--- src/rtl/iram_pkg.sv ---
package iram_pkg;
  typedef enum logic [1:0] {
    M_DIRECT   = 2'b00,
    M_INDIRECT = 2'b01,
    M_PUSH     = 2'b10,
    M_POP      = 2'b11
  } acc_mode_e;

  // Top half of the address space: the half that splits by mode.
  function automatic logic f_upper(input logic [7:0] a);
    return a[7];
  endfunction

  // One stack step, wrapping modulo 256.
  function automatic logic [7:0] f_sp_step(input logic [7:0] sp, input logic up);
    return up ? sp + 8'd1 : sp - 8'd1;
  endfunction
endpackage

--- src/rtl/iram_decode.sv ---
module iram_decode
  import iram_pkg::*;
#(
  parameter int AW = 8,
  parameter logic [AW-1:0] SP_ADDR = 8'h81
) (
  input  logic [1:0]    mode,
  input  logic [AW-1:0] addr,
  input  logic          rd_en,
  input  logic          wr_en,
  input  logic [AW-1:0] sp,
  output logic          ram_we,
  output logic          ram_re,
  output logic [AW-1:0] ram_addr,
  output logic          sfr_acc,
  output logic          sfr_wr,
  output logic          sp_wr,
  output logic          sp_rd,
  output logic          push_ev,
  output logic          pop_ev
);
  logic rd_plain;
  assign rd_plain = rd_en & ~wr_en;

  always_comb begin
    ram_we   = 1'b0;
    ram_re   = 1'b0;
    ram_addr = addr;
    sfr_acc  = 1'b0;
    sfr_wr   = 1'b0;
    sp_wr    = 1'b0;
    sp_rd    = 1'b0;
    push_ev  = 1'b0;
    pop_ev   = 1'b0;
    unique case (acc_mode_e'(mode))
      M_DIRECT: begin
        if (!f_upper(addr)) begin
          ram_we = wr_en;
          ram_re = rd_plain;
        end else if (addr == SP_ADDR) begin
          sp_wr = wr_en;
          sp_rd = rd_plain;
        end else begin
          sfr_acc = wr_en | rd_en;
          sfr_wr  = wr_en;
        end
      end
      M_INDIRECT: begin
        ram_we = wr_en;
        ram_re = rd_plain;
      end
      M_PUSH: begin
        ram_addr = f_sp_step(sp, 1'b1);
        ram_we   = wr_en;
        push_ev  = wr_en;
      end
      M_POP: begin
        ram_addr = sp;
        ram_re   = rd_en;
        pop_ev   = rd_en;
      end
      default: ;
    endcase
  end
endmodule

--- src/rtl/iram_array.sv ---
module iram_array #(
  parameter int AW = 8,
  parameter int DW = 8
) (
  input  logic          clk,
  input  logic          rst_n,
  input  logic          we,
  input  logic          re,
  input  logic [AW-1:0] a,
  input  logic [DW-1:0] d,
  output logic [DW-1:0] q
);
  localparam int DEPTH = 1 << AW;
  logic [DW-1:0] mem [DEPTH];

  always_ff @(posedge clk) begin
    if (we) mem[a] <= d;
  end

  always_ff @(posedge clk or negedge rst_n) begin
    if (!rst_n)  q <= '0;
    else if (re) q <= mem[a];
  end
endmodule

--- src/rtl/iram_stack_ptr.sv ---
module iram_stack_ptr
  import iram_pkg::*;
#(
  parameter int AW = 8,
  parameter logic [AW-1:0] SP_RESET = 8'h07
) (
  input  logic          clk,
  input  logic          rst_n,
  input  logic          load,
  input  logic [AW-1:0] load_val,
  input  logic          inc,
  input  logic          dec,
  output logic [AW-1:0] sp
);
  always_ff @(posedge clk or negedge rst_n) begin
    if (!rst_n)    sp <= SP_RESET;
    else if (load) sp <= load_val;
    else if (inc)  sp <= f_sp_step(sp, 1'b1);
    else if (dec)  sp <= f_sp_step(sp, 1'b0);
  end
endmodule

--- src/rtl/iram_steer.sv ---
module iram_steer #(
  parameter int AW = 8,
  parameter int DW = 8,
  parameter logic [AW-1:0] SP_ADDR  = 8'h81,
  parameter logic [AW-1:0] SP_RESET = 8'h07
) (
  input  logic          clk,
  input  logic          rst_n,
  input  logic [1:0]    mode,
  input  logic [AW-1:0] addr,
  input  logic          rd_en,
  input  logic          wr_en,
  input  logic [DW-1:0] wdata,
  output logic [DW-1:0] rdata,
  output logic          rd_valid,
  output logic [AW-1:0] sp_out,
  output logic          sfr_sel,
  output logic          sfr_we,
  output logic [AW-1:0] sfr_addr,
  output logic [DW-1:0] sfr_wdata,
  input  logic [DW-1:0] sfr_rdata
);
  logic          ram_we, ram_re, sfr_acc, sfr_wr, sp_wr, sp_rd, push_ev, pop_ev;
  logic [AW-1:0] ram_addr;
  logic [DW-1:0] ram_q;
  logic          read_acc;
  logic          src_ram_q, valid_q;
  logic [DW-1:0] cap_q;

  iram_decode #(.AW(AW), .SP_ADDR(SP_ADDR)) u_dec (
    .mode(mode), .addr(addr), .rd_en(rd_en), .wr_en(wr_en), .sp(sp_out),
    .ram_we(ram_we), .ram_re(ram_re), .ram_addr(ram_addr),
    .sfr_acc(sfr_acc), .sfr_wr(sfr_wr), .sp_wr(sp_wr), .sp_rd(sp_rd),
    .push_ev(push_ev), .pop_ev(pop_ev)
  );

  iram_array #(.AW(AW), .DW(DW)) u_ram (
    .clk(clk), .rst_n(rst_n), .we(ram_we), .re(ram_re),
    .a(ram_addr), .d(wdata), .q(ram_q)
  );

  iram_stack_ptr #(.AW(AW), .SP_RESET(SP_RESET)) u_sp (
    .clk(clk), .rst_n(rst_n), .load(sp_wr), .load_val(wdata[AW-1:0]),
    .inc(push_ev), .dec(pop_ev), .sp(sp_out)
  );

  assign sfr_sel   = sfr_acc;
  assign sfr_we    = sfr_wr;
  assign sfr_addr  = addr;
  assign sfr_wdata = wdata;

  // An accepted read from any source.
  assign read_acc = ram_re | sp_rd | (sfr_acc & ~sfr_wr);

  always_ff @(posedge clk or negedge rst_n) begin
    if (!rst_n) begin
      valid_q   <= 1'b0;
      src_ram_q <= 1'b0;
      cap_q     <= '0;
    end else begin
      valid_q <= read_acc;
      if (read_acc) begin
        src_ram_q <= ram_re;
        if (!ram_re) cap_q <= sp_rd ? DW'(sp_out) : sfr_rdata;
      end
    end
  end

  assign rd_valid = valid_q;
  assign rdata    = src_ram_q ? ram_q : cap_q;
endmodule

--- config.mk ---
export PLATFORM = sky130hd
export DESIGN_NAME = iram_steer
export DESIGN_NICKNAME = d
export VERILOG_FILES = /design/src/rtl/iram_pkg.sv /design/src/rtl/iram_decode.sv /design/src/rtl/iram_array.sv /design/src/rtl/iram_stack_ptr.sv /design/src/rtl/iram_steer.sv
export SDC_FILE = /design/constraint.sdc
export NUM_CORES = 2
export LEC_CHECK = 0
export BUFFER_PORTS_ARGS = -buffer_cell sky130_fd_sc_hd__buf_2
export CELL_PAD_IN_SITES_DETAIL_PLACEMENT = 0
export CELL_PAD_IN_SITES_GLOBAL_PLACEMENT = 1
export CORE_UTILIZATION = 53
export DETAILED_ROUTE_END_ITERATION = 8
export PLACE_DENSITY_LB_ADDON = 0.15
export SLEW_MARGIN = 10
export SYNTH_ARGS = -nofsm -noshare
export SYNTH_HDL_FRONTEND = slang
export SYNTH_SLANG_ARGS = --single-unit
--- constraint.sdc ---
create_clock -name clk -period 4.4 [get_ports clk]
set_clock_uncertainty 0.1 [all_clocks]
set_input_delay 0.88 -clock clk [delete_from_list [all_inputs] [get_ports clk]]
set_output_delay 0.88 -clock clk [all_outputs]
set_load 0.03 [all_outputs]
==> impl_results.md <==
- Die footprint: 161000 um^2
- Period Utilization, post-route: 0.994
- Antenna Violating Nets Remaining: 0
- Sequential power share: 0.409
- Psw: 17.3 mW
- Max_cap viols: 0
- Final min period: 4.37 ns
- Post-synth top area share: 0.728
- CTS tree: yes
- P_int: 36.7 mW
- Buf+Inv Stages, Crit Path: 7
- Clock latency on the worst-skew pair: 0.87 ns
- Worst slew pin tran: 1.25 ns
- DRT Pass-1 Iters: 7
- Die Height: 401 um
- P per Cell Area: 534 nW/um^2
- Worst Path Required: 5.02 ns
- GPL Wtd Cong: 0.948
- Post-DR vias/cell: 6.33
- Largest cells by area after synthesis: edfxtp_1 (73%), nand2_1 (7.4%), nand3_1 (3.5%), a311oi_1 (1.7%), buf_2 (1.6%)
- Setup total negative slack: 0 ns
- Outcome: finished, final reports clean
- Final #Nets: 7234
- Yosys reg bits: 2074
- Worst-path clk slew: 0.06 ns
- # setup viols final: 0
- Delay-heaviest family, CP: buffers and inverters
- CP max FO: 30
- PortBufs: 64
- Combinational Power Share: 0.270
- Initial antenna violation count: 13
- Clock Power Share: 0.321
- First-pass GRT wire length: 406 mm
- Max Clock Freq: 0.229 GHz
- CTS buffer count: 209
- Top Ports: 65
- Fraction of registers with async set or reset after synthesis: 0.0125
- H-tree depth: 4
- Iter 0 DRT Violations: 8608
- Core area: 158000 um^2
- Pin count of the biggest net entering global routing: 183
- Top FF cell, synth: edfxtp_1
- Slew Limit Fails: 0
- Seq/Total Area, Yosys: 0.736
- Avg Synthesized Cell Area: 13.3 um^2
- Area grow syn2layout: 19.7%
- Final HPWL from detailed placement: 186 mm
- Slowest CP cell: dfstp_2
- Sw frac: 0.320
- Routed len/inst: 30.2 um
- Max Root-Sink Buffers: 3
- Lkg Pwr: 35.9 nW
- CP Launch Type: flip-flop
- Number of global-route vias before repair: 56400
- Hold_ws: 0.175 ns
- Gr ovfl total: 0
- Crit Path Class: reg -> reg
- EDFF count, synth: 2048
- Slew headroom: 0.169
- Worst setup EP type: flip-flop
- Final Core Density: 0.639
- Cell row count: 146
- Share of layout cells above drive strength 1: 0.198
- Worst hold path class: in -> reg
- Netlist cell types: 78
- Final Hold Vio Count: 0
- CTS Root Cell: clkbuf_16
- Worst path max stage delay: 0.57 ns
- Synth Net Count: 6408
- Clock tree sinks: 2074
- DRC errors left: 0
- CP arrival: 4.99 ns
- Post-synthesis cell count: 6370
- Die W: 401 um
- CP Cell Sequence: inv_1 -> ha_2 -> a22oi_2 -> buf_12 -> nand2_8 -> buf_12 -> buf_12 -> buf_4 -> nand2_1 -> a311oi_1 -> a21oi_2 -> buf_4 -> o21ai_0 -> nor4_4 -> buf_4 -> o22ai_1 -> o32a_1
- Gr usage total: 0.351
- Via Count: 59800
- Peak supply drop: 0.452 mV
- Synth Warn #: 0
- Mapped Area: 84500 um^2
- Leading area contributor after synthesis: edfxtp_1
- WL final: 285 mm
- Starting Density: 0.533
-- power groups by stage --
stage | registers [mW] | clock network (mW) | logic, mW
2_1_floorplan | 22.4 | 0 | 6.68
6_report | 22.1 | 17.3 | 14.6
4_1_cts | 22.1 | 17.4 | 14.2
3_5_place_dp | 22.5 | 0 | 14.1
3_3_place_gp | 22.5 | 0 | 14.1
5_1_grt | 22.1 | 18.2 | 15.1
-- synthesized netlist by cell type (all sizes together) (19+ instances only) --
master	instances
buf	392
a31oi	163
a311oi	160
a32oi	68
nand4	60
o21ai	47
and3	204
a21oi	58
mux2i	80
a22oi	29
dfrtp	23
clkbuf	94
edfxtp	2048
nor3	33
o211ai	19
nand3	593
nor2	304
a211oi	146
nand2	1669
-- through the flow --
stage	setup WS, ns	std cells	power, mW	cell area (um^2)
after CTS	0.0171	9436	53.7	101000
after floorplan	0.315	6370	29.1	84500
after global routing	-0.00682	9439	55.4	101000
after global placement	-0.842	9053	36.6	94400
final	0.0277	9443	54.0	101000
after detailed placement	-0.816	9053	36.6	94400
-- cell type report --
cell class	instances	area, um^2
antenna	4	10.0
clock buffer	269	5520
clock inverter	113	1060
fill	11800	57300
inverter	4	15.0
multi-input combinational	3806	19900
sequential	2074	62200
tap	2072	2590
timing repair buffer	1101	9910
-- state kept, by name (all words and copies together), names as in the netlist --
signal and count:
u_ram.mem 2048, cap_q 8, u_ram.q 8, u_sp.sp 8, rd_valid 1, src_ram_q 1
-- what timing repair did --
item,CTS,global route
setup buffers,0,3
setup endpoints to repair,2,6
gates resized for setup,3,9
pin swaps,1,6
hold buffers,1,0
hold endpoints to repair,15,0
-- cells by family after synthesis --
group,count (synthesis),synth area share
buffers and inverters,490,0.0320
AOI/OAI and AO/OA,781,0.0691
adders and majority gates,8,0.00119
and+or+nand+nor,2912,0.149
xor gates and xnor gates,8,0.000830
DFF,2074,0.736
muxes,97,0.0121
-- worst paths after layout --
| check | startpoint | end | slack (ns) | cells past startpoint |
|---|---|---|---|---|
| worst max-delay path | u_sp.sp[0] | u_ram.q[6] | 0.03 | 17 |
| worst min-delay path | wdata[6] | u_ram.mem[254][6] | 0.17 | 1 |
| worst max register to register | u_sp.sp[0] | u_ram.q[6] | 0.03 | 17 |
| worst min register to register | cap_q[4] | cap_q[4] | 0.38 | 2 |
| max in group asynchronous | rst_n | u_ram.q[6] | 3.04 | 2 |
| min in group asynchronous | rst_n | u_sp.sp[7] | 0.57 | 2 |
-- per-layer routing --
layer | up-vias | GRT usage | share of wire
met5 | - | 0 | 0.00023
met4 | 10 | 0.163 | 0.050
met3 | 669 | 0.0761 | 0.11
met2 | 3793 | 0.524 | 0.45
met1 | 29800 | 0.495 | 0.39
li1 | 25500 | - | -
-- cells in the final DEF, fill, tap and decap left out, types with 7 or more instances in the layout --
cell       count
edfxtp_1    2048
nand2_1     1661
buf_4        898
nand3_1      593
nor2_1       290
clkbuf_16    212
and3_1       203
a31oi_1      163
a311oi_1     160
a211oi_1     140
buf_12       138
mux2i_1       80
a32oi_1       68
nand4_1       60
a21oi_1       57
clkbuf_1      57
buf_2         56
clkinv_1      44
o21ai_0       41
clkinv_2      38
a22oi_1       28
nor3_1        28
dfrtp_1       23
o211ai_1      18
o22ai_1       16
bufinv_16     15
mux2_2        14
nor2_4        13
o31ai_1        9
a221oi_1       7
clkbuf_8       7
Note: power is estimated with default switching activity, not from simulation.
